File: src/rtl/lnkq_pkg.sv
// Package: shared types for the linked-list multi-queue manager.
// Assumes: nothing beyond IEEE 1800-2017 packages.
package lnkq_pkg;

    // Operation kind; the encoding matches the req_deq pin.
    typedef enum logic {
        OP_ENQ = 1'b0,
        OP_DEQ = 1'b1
    } lnkq_op_e;

endpackage

File: src/rtl/lnkq_issue.sv
// Module: issue gate. Accepts at most one operation per cycle and refuses an
// operation whose kind equals the kind accepted in the previous cycle.
// Assumes: the requester holds a refused request on its inputs.
module lnkq_issue
    import lnkq_pkg::*;
(
    input  logic     clk,
    input  logic     rst_n,
    input  logic     req_valid,
    input  lnkq_op_e req_kind,
    output logic     req_ready,
    output logic     accept
);

    logic     last_vld_q;
    lnkq_op_e last_kind_q;

    // Readiness: block a repeat of the kind accepted one cycle earlier.
    always_comb begin
        req_ready = !(last_vld_q && (last_kind_q == req_kind));
        accept    = req_valid && req_ready;
    end

    // History: remember whether and what was accepted this cycle.
    always_ff @(posedge clk) begin
        if (!rst_n) begin
            last_vld_q  <= 1'b0;
            last_kind_q <= OP_ENQ;
        end else begin
            last_vld_q <= accept;
            if (accept) begin
                last_kind_q <= req_kind;
            end
        end
    end

    // two accepted operations in a row never share a kind.
    a_r5_kinds_alternate: assert property (@(posedge clk) disable iff (!rst_n)
        accept |=> !(accept && (req_kind == $past(req_kind))));

endmodule

File: src/rtl/lnkq_store.sv
// Module: slot memory. Holds one data word and one successor pointer per slot.
// Both are read combinationally at one address and written at the clock edge.
// Assumes: the data write and the pointer write never target the same slot in
// one cycle; at reset the successor pointers chain slot i to slot i+1.
module lnkq_store #(
    parameter int SLOTS = 32,
    parameter int PW    = 5,
    parameter int DW    = 64
) (
    input  logic          clk,
    input  logic          rst_n,
    input  logic          dat_we,
    input  logic [PW-1:0] dat_addr,
    input  logic [DW-1:0] dat_wdata,
    input  logic          lnk_we,
    input  logic [PW-1:0] lnk_addr,
    input  logic [PW-1:0] lnk_wdata,
    input  logic [PW-1:0] rd_addr,
    output logic [DW-1:0] rd_data,
    output logic [PW-1:0] rd_link
);

    logic [DW-1:0] data_mem [SLOTS];
    logic [PW-1:0] link_mem [SLOTS];

    // Read port: data and successor of the addressed slot.
    always_comb begin
        rd_data = data_mem[rd_addr];
        rd_link = link_mem[rd_addr];
    end

    // Data array write; contents are undefined until first written.
    always_ff @(posedge clk) begin
        if (dat_we) begin
            data_mem[dat_addr] <= dat_wdata;
        end
    end

    // Successor array: reset to a chain through all slots, then linked on demand.
    always_ff @(posedge clk) begin
        if (!rst_n) begin
            for (int i = 0; i < SLOTS; i++) begin
                link_mem[i] <= PW'(i + 1);
            end
        end else if (lnk_we) begin
            link_mem[lnk_addr] <= lnk_wdata;
        end
    end

    // a slot being filled is never the tail being relinked in the same cycle.
    a_r10_distinct_writes: assert property (@(posedge clk) disable iff (!rst_n)
        (dat_we && lnk_we) |-> (dat_addr != lnk_addr));

endmodule

File: src/rtl/lnkq_ptrs.sv
// Module: list pointer table. Keeps first, last and count for every output
// list and for the unused pool (the highest list index). Applies one committed
// operation per cycle. The view outputs show the table after that commit, so
// the lookup stage sees the effect of the operation one stage ahead of it.
// Assumes: commits are never refused here; refusal is decided upstream.
module lnkq_ptrs
    import lnkq_pkg::*;
#(
    parameter int NL    = 5,
    parameter int SLOTS = 32,
    parameter int PW    = 5,
    parameter int CW    = 6,
    parameter int LW    = 3
) (
    input  logic                  clk,
    input  logic                  rst_n,
    input  logic                  commit_vld,
    input  lnkq_op_e              commit_kind,
    input  logic [LW-1:0]         commit_list,
    input  logic [PW-1:0]         commit_slot,
    input  logic [PW-1:0]         commit_link,
    output logic [NL-1:0][PW-1:0] view_hd,
    output logic [NL-1:0][PW-1:0] view_tl,
    output logic [NL-1:0][CW-1:0] view_cnt
);

    localparam logic [LW-1:0] FREE = LW'(NL - 1);

    logic [NL-1:0][PW-1:0] hd_q, hd_n;
    logic [NL-1:0][PW-1:0] tl_q, tl_n;
    logic [NL-1:0][CW-1:0] cnt_q, cnt_n;

    // Next-state: apply the committed store or remove to its two lists.
    always_comb begin
        hd_n  = hd_q;
        tl_n  = tl_q;
        cnt_n = cnt_q;
        if (commit_vld) begin
            if (commit_kind == OP_ENQ) begin
                if (cnt_q[commit_list] == '0) begin
                    hd_n[commit_list] = commit_slot;
                end
                tl_n[commit_list]  = commit_slot;
                cnt_n[commit_list] = cnt_q[commit_list] + CW'(1);
                hd_n[FREE]         = commit_link;
                cnt_n[FREE]        = cnt_q[FREE] - CW'(1);
            end else begin
                hd_n[commit_list]  = commit_link;
                cnt_n[commit_list] = cnt_q[commit_list] - CW'(1);
                if (cnt_q[FREE] == '0) begin
                    hd_n[FREE] = commit_slot;
                end
                tl_n[FREE]  = commit_slot;
                cnt_n[FREE] = cnt_q[FREE] + CW'(1);
            end
        end
    end

    // Bypassed view for the lookup stage.
    always_comb begin
        view_hd  = hd_n;
        view_tl  = tl_n;
        view_cnt = cnt_n;
    end

    // Table registers: output lists empty, pool holds every slot at reset.
    always_ff @(posedge clk) begin
        if (!rst_n) begin
            for (int i = 0; i < NL; i++) begin
                hd_q[i]  <= '0;
                tl_q[i]  <= '0;
                cnt_q[i] <= '0;
            end
            tl_q[FREE]  <= PW'(SLOTS - 1);
            cnt_q[FREE] <= CW'(SLOTS);
        end else begin
            hd_q  <= hd_n;
            tl_q  <= tl_n;
            cnt_q <= cnt_n;
        end
    end

    int total;

    // Occupancy sum across all lists, used by the conservation check.
    always_comb begin
        total = 0;
        for (int i = 0; i < NL; i++) begin
            total += int'(cnt_q[i]);
        end
    end

    // every slot belongs to exactly one list at all times.
    a_r10_slots_conserved: assert property (@(posedge clk) disable iff (!rst_n)
        total == SLOTS);

    // a committed store always finds an unused slot.
    a_r7_store_has_slot: assert property (@(posedge clk) disable iff (!rst_n)
        (commit_vld && commit_kind == OP_ENQ) |-> (cnt_q[FREE] != '0));

    // a committed remove always finds an item.
    a_r8_remove_has_item: assert property (@(posedge clk) disable iff (!rst_n)
        (commit_vld && commit_kind == OP_DEQ) |-> (cnt_q[commit_list] != '0));

endmodule

File: src/rtl/lnkq_mgr.sv
// Module: linked-list multi-queue manager (top). Stage 1 looks up the list
// pointers through the bypassed table view and decides refusal; stage 2
// accesses slot memory, commits the pointer update and registers the response.
// Assumes: a requester that holds a request while req_ready is low.
module lnkq_mgr
    import lnkq_pkg::*;
#(
    parameter int NUM_OUT = 4,
    parameter int SLOTS   = 32,
    parameter int DW      = 64
) (
    input  logic                       clk,
    input  logic                       rst_n,
    input  logic                       req_valid,
    input  logic                       req_deq,
    input  logic [$clog2(NUM_OUT)-1:0] req_queue,
    input  logic [DW-1:0]              req_data,
    output logic                       req_ready,
    output logic                       resp_valid,
    output logic                       resp_deq,
    output logic                       resp_err,
    output logic [$clog2(NUM_OUT)-1:0] resp_port,
    output logic [DW-1:0]              resp_data
);

    localparam int QW = $clog2(NUM_OUT);
    localparam int PW = $clog2(SLOTS);
    localparam int CW = $clog2(SLOTS + 1);
    localparam int NL = NUM_OUT + 1;
    localparam int LW = $clog2(NL);
    localparam logic [LW-1:0] FREE = LW'(NL - 1);

    typedef struct packed {
        logic          vld;
        lnkq_op_e      kind;
        logic [QW-1:0] q;
        logic          err;
        logic [PW-1:0] slot;
        logic [PW-1:0] tail;
        logic          tail_empty;
        logic [DW-1:0] data;
    } stage2_t;

    lnkq_op_e              op_in;
    logic                  accept;
    logic [LW-1:0]         req_list;
    logic [NL-1:0][PW-1:0] view_hd;
    logic [NL-1:0][PW-1:0] view_tl;
    logic [NL-1:0][CW-1:0] view_cnt;
    logic                  s1_err;
    logic [PW-1:0]         s1_slot;
    logic [PW-1:0]         s1_tail;
    logic                  s1_tail_empty;
    stage2_t               s2_q;
    logic                  commit;
    logic [DW-1:0]         rd_data;
    logic [PW-1:0]         rd_link;

    assign op_in = lnkq_op_e'(req_deq);

    lnkq_issue u_issue (
        .clk       (clk),
        .rst_n     (rst_n),
        .req_valid (req_valid),
        .req_kind  (op_in),
        .req_ready (req_ready),
        .accept    (accept)
    );

    // Stage 1 lookup: source slot, destination tail and refusal from the view.
    always_comb begin
        req_list = LW'(req_queue);
        if (op_in == OP_ENQ) begin
            s1_err        = (view_cnt[FREE] == '0);
            s1_slot       = view_hd[FREE];
            s1_tail       = view_tl[req_list];
            s1_tail_empty = (view_cnt[req_list] == '0);
        end else begin
            s1_err        = (view_cnt[req_list] == '0);
            s1_slot       = view_hd[req_list];
            s1_tail       = view_tl[FREE];
            s1_tail_empty = (view_cnt[FREE] == '0);
        end
    end

    // Stage boundary: capture the accepted operation with its lookups.
    always_ff @(posedge clk) begin
        if (!rst_n) begin
            s2_q <= '0;
        end else begin
            s2_q.vld <= accept;
            if (accept) begin
                s2_q.kind       <= op_in;
                s2_q.q          <= req_queue;
                s2_q.err        <= s1_err;
                s2_q.slot       <= s1_slot;
                s2_q.tail       <= s1_tail;
                s2_q.tail_empty <= s1_tail_empty;
                s2_q.data       <= req_data;
            end
        end
    end

    assign commit = s2_q.vld && !s2_q.err;

    lnkq_store #(
        .SLOTS (SLOTS),
        .PW    (PW),
        .DW    (DW)
    ) u_store (
        .clk       (clk),
        .rst_n     (rst_n),
        .dat_we    (commit && s2_q.kind == OP_ENQ),
        .dat_addr  (s2_q.slot),
        .dat_wdata (s2_q.data),
        .lnk_we    (commit && !s2_q.tail_empty),
        .lnk_addr  (s2_q.tail),
        .lnk_wdata (s2_q.slot),
        .rd_addr   (s2_q.slot),
        .rd_data   (rd_data),
        .rd_link   (rd_link)
    );

    lnkq_ptrs #(
        .NL    (NL),
        .SLOTS (SLOTS),
        .PW    (PW),
        .CW    (CW),
        .LW    (LW)
    ) u_ptrs (
        .clk         (clk),
        .rst_n       (rst_n),
        .commit_vld  (commit),
        .commit_kind (s2_q.kind),
        .commit_list (LW'(s2_q.q)),
        .commit_slot (s2_q.slot),
        .commit_link (rd_link),
        .view_hd     (view_hd),
        .view_tl     (view_tl),
        .view_cnt    (view_cnt)
    );

    // Response register: one answer per stage-2 operation, data only for removes.
    always_ff @(posedge clk) begin
        if (!rst_n) begin
            resp_valid <= 1'b0;
            resp_deq   <= 1'b0;
            resp_err   <= 1'b0;
            resp_port  <= '0;
            resp_data  <= '0;
        end else begin
            resp_valid <= s2_q.vld;
            resp_deq   <= (s2_q.kind == OP_DEQ);
            resp_err   <= s2_q.err;
            resp_port  <= s2_q.q;
            resp_data  <= (commit && s2_q.kind == OP_DEQ) ? rd_data : '0;
        end
    end

    // an accepted request occupies stage 2 in the next cycle.
    a_r4_accept_to_stage2: assert property (@(posedge clk) disable iff (!rst_n)
        accept |=> s2_q.vld);

    // a response follows exactly the cycles that had stage 2 occupied.
    a_r4_resp_follows_stage2: assert property (@(posedge clk) disable iff (!rst_n)
        s2_q.vld |=> resp_valid);

    a_r4_no_spurious_resp: assert property (@(posedge clk) disable iff (!rst_n)
        !s2_q.vld |=> !resp_valid);

    // a refused response never carries data.
    a_r8_refusal_no_data: assert property (@(posedge clk) disable iff (!rst_n)
        (resp_valid && resp_err) |-> (resp_data == '0));

endmodule

File: config.mk
export PLATFORM = sky130hd
export DESIGN_NAME = lnkq_mgr
export DESIGN_NICKNAME = d
export VERILOG_FILES = /design/src/rtl/lnkq_pkg.sv /design/src/rtl/lnkq_issue.sv /design/src/rtl/lnkq_store.sv /design/src/rtl/lnkq_ptrs.sv /design/src/rtl/lnkq_mgr.sv
export SDC_FILE = /design/constraint.sdc
export NUM_CORES = 2
export LEC_CHECK = 0
export ABC_AREA = 1
export BUFFER_PORTS_ARGS = -buffer_cell sky130_fd_sc_hd__buf_2
export CAP_MARGIN = 15
export CORE_MARGIN = 2
export CORE_UTILIZATION = 44
export CTS_BUF_LIST = sky130_fd_sc_hd__clkbuf_8
export CTS_CLUSTER_SIZE = 30
export DETAILED_ROUTE_END_ITERATION = 8
export GPL_ROUTABILITY_DRIVEN = 0
export GPL_TIMING_DRIVEN = 1
export PLACE_DENSITY_LB_ADDON = 0.05
export RECOVER_POWER = 50
export SYNTH_ARGS = -nofsm -noshare
export SYNTH_HDL_FRONTEND = slang
export SYNTH_SLANG_ARGS = --single-unit
File: constraint.sdc
create_clock -name clk -period 7.7 [get_ports clk]
set_clock_uncertainty 0.15 [all_clocks]
set_input_delay 2.31 -clock clk [delete_from_list [all_inputs] [get_ports clk]]
set_output_delay 2.31 -clock clk [all_outputs]
set_load 0.03 [all_outputs]
==> flow_summary.toml <==
[layout]
num-fill-cells = 18270
fin_nets = 7169
area_delta_synth_final_pct = 12.59
layout.area.seq_mm2 = 0.07099
multi_input_area_mm2 = 0.01995
utilization_pct = 49.92
drive_above_1_share_pct = 12.04

[placement]
place_hpwl_um = 143600
numPortBuffers = 139

[synthesis]
synth_cells = 6857
synth.avg_cell_area_um2 = 13.58
synth_edf_count = 2208
yosys_register_bits = 2442
ys_async_sr_fraction_pct = 0
ys_types = 50
synthesis.nets = 6935
synthFlopType = "edfxtp_1"
synth_warnings = 0
ys_seq_area_share_pct = 76.25
synth_area_mm2 = 0.09310

[floorplan]
die_area_mm2 = 0.2153
initial_core_util_pct = 44.33
rows = 168
coreArea_mm2 = 0.2100
ioPinCount = 140
die_y_um = 464.0
die_w_um = 464.0

[detailed_routing]
wirelength_um = 295800
routedWlPerCell_um = 28.87
dr_total_vias = 60270
drc = 0
drt-pass1-iter-count = 6
via_per_inst = 5.884
drtIter0Drc = 6334
antenna_left = 0

[setup_path]
cp.required_ns = 8.22
cpLargestDelayFamily = "buffers and inverters"
crit_cells = 5
reg2reg_depth = 5
arrival_ns = 6.96
startpoint_type = "flop"
cp_cell_sequence = "clkbuf_4 -> nand3_1 -> nor2_1 -> clkbuf_1 -> buf_4"
worst_path_max_delay_cell = "clkbuf_4"
worstSetupEndpointType = "flop"
path_class = "flop to flop"
critPathMaxStageDelay_ns = 1.62
crit_fanout = 149
worst-path-buf-inv = 3

[global_routing]
grt_overflow = 0
grt_pass1_vias = 58760
grt_antenna_before_repair = 12
grt_util_all_layers_pct = 26.93
grt_max_degree = 156
grt_pass1_wl_um = 422400

[timing]
relSlewSlack_pct = -109.7
fin_setup_tns_ns = 0
setup_viol = 0
rsz0062_at_grt = "false"
period_share_pct = 83.69
hold_viol = 0
fmax_mhz = 155.2
hold_slack_ns = 0.3014
slew_viol_final = 688
min_period_ns = 6.444
tightest_slew_ns = 3.146

[clock_network]
cts_hold_buf = 0
clkTransAtPathRegs_ns = 0.07
cts_max_level = 5
clock_sinks = 2442
cts_inserted_buffers = 417
clkLatencyLatePin_ns = 1.10
cts_resized = 0
cts_buffer_depth = 4
postCtsSetupBuffers = 0
cts-root-buf = "clkbuf_8"
cts_tree = "yes"

[pwr]
ir_worst_vdd_uv = 212.4
leakage_nw = 34.17
powerDensity_mw_per_mm2 = 264.0
power_mw = 27.68

[worst_hold_path]
hp-class = "flop to flop"
hold_depth = 2

[status]
violations = "max-capacitance violations, max-slew violations"
status = "complete, but fails checks"

[job]
cap_violations = 20
[worst paths after layout]
| path | from | endpoint | slack (ns) |
|---|---|---|---|
| setup / recovery | s2_q[70] | u_store.data_mem[19][5] | 1.26 |
| hold / removal | u_ptrs.tl_q[22] | u_ptrs.tl_q[22] | 0.30 |
| setup reg to reg | s2_q[70] | u_store.data_mem[19][5] | 1.26 |
| hold reg to reg | u_ptrs.tl_q[22] | u_ptrs.tl_q[22] | 0.30 |
[state kept, by name, indices dropped and copies added, names as in the netlist, 2 cells and up, named ones only]
name,count
resp_data,64
u_ptrs.hd_q,25
resp_port,2
s2_q,78
u_ptrs.cnt_q,30
u_store.data_mem,2048
u_store.link_mem,160
u_ptrs.tl_q,25
[final cells by class]
| class | instances | area share [%] |
|---|---|---|
| diodes | 12 | 0.02865 |
| clock buffers | 480 | 6.302 |
| clock inverters | 274 | 1.160 |
| inverters | 131 | 0.5025 |
| multi-input cells | 3813 | 19.03 |
| flip-flops and latches | 2442 | 67.73 |
| well taps | 2805 | 3.348 |
| repair buffers | 286 | 1.901 |
[cell families after synthesis]
group / Yosys count / synth area share, %
AND/OR/NAND/NOR: 2504 / 11.76
flip-flops: 2442 / 76.25
AO/OA/AOI/OAI: 1283 / 9.107
buffers and inverters: 602 / 2.586
multiplexers: 11 / 0.1183
adder cells (fa/ha/maj): 8 / 0.1156
XOR/XNOR: 7 / 0.06586
[worst register-to-register path: cells and delay by family, from the launching register on]
kind / cells / cell delay [ns]
buf+inv: 3 / 3.83
flops: 1 / 0.35
simple gates: 2 / 1.67
[cell usage after synthesis, drive strengths merged, types with 11 or more instances]
library cell     n  area (um^2)
edfxtp        2208        66300
nand3          778         3934
dfxtp          234         4684
nor2           421         1655
a2111oi         18        157.7
inv            127        481.7
buf            113        566.8
mux2i           11        110.1
nand4           24        165.2
o21ai          109        545.5
nor3            32        160.2
a31oi          470         2940
a22oi          512         3844
clkbuf         358         1344
nand2         1136         4320
or2             28        175.2
a21oi          140        719.4
nor4            83        519.3
[cells in the final DEF (no fill, tap or decap), types with 8 or more instances in the layout]
master     netlist  layout
a21oi_1        135     135
or2_2           28      28
a2111oi_0       18      18
clkinv_2         0      33
a31oi_1        470     470
edfxtp_1      2208    2208
buf_12           0      23
clkbuf_8         0     480
nand4_1         23      23
nor2_1         408     382
dfxtp_1        234     232
nor3_1          32      31
diode_2          0      12
a211oi_1         8       8
nor4_1          83      83
nand2_2         10      10
o21ai_0        102     102
clkbuf_1       358      29
inv_1          117     281
buf_2           48     138
nand3_1        773     773
nand2_1       1123    1119
nor2_4           3      32
mux2i_1         11      11
a22oi_1        512     512
buf_4            4      91
clkinv_1         4      67
[layer usage]
metal | share of wire, % | wire (um) | up-vias | global-route usage (%)
li1 | - | - | 26510 | -
met1 | 43 | 126500 | 30790 | 37.40
met2 | 48 | 142300 | 2464 | 44.30
met3 | 6.4 | 19020 | 503 | 3.522
met4 | 2.7 | 7872 | 0 | 8.074
met5 | 0 | 0 | - | 0
[where the power goes]
part	switching [mW]	leakage [nW]	internal (mW)
logic	1.36	7.47	0.432
registers	0.221	22.0	14.7
clock network	5.20	4.65	5.81
total	6.78	34.2	20.9
[per-stage QoR]
| stage | instance area, um^2 | worst slack (ns) | cells |
|---|---|---|---|
| global placement | 96990 | 2.087 | 9460 |
| finish | 104800 | 1.256 | 10240 |
| detailed placement | 97040 | 2.062 | 9462 |
| floorplan | 93100 | 2.202 | 6857 |
| CTS | 104900 | 2.062 | 10220 |
| global route | 104800 | 1.047 | 10240 |
(Power assumes the default switching activity.)
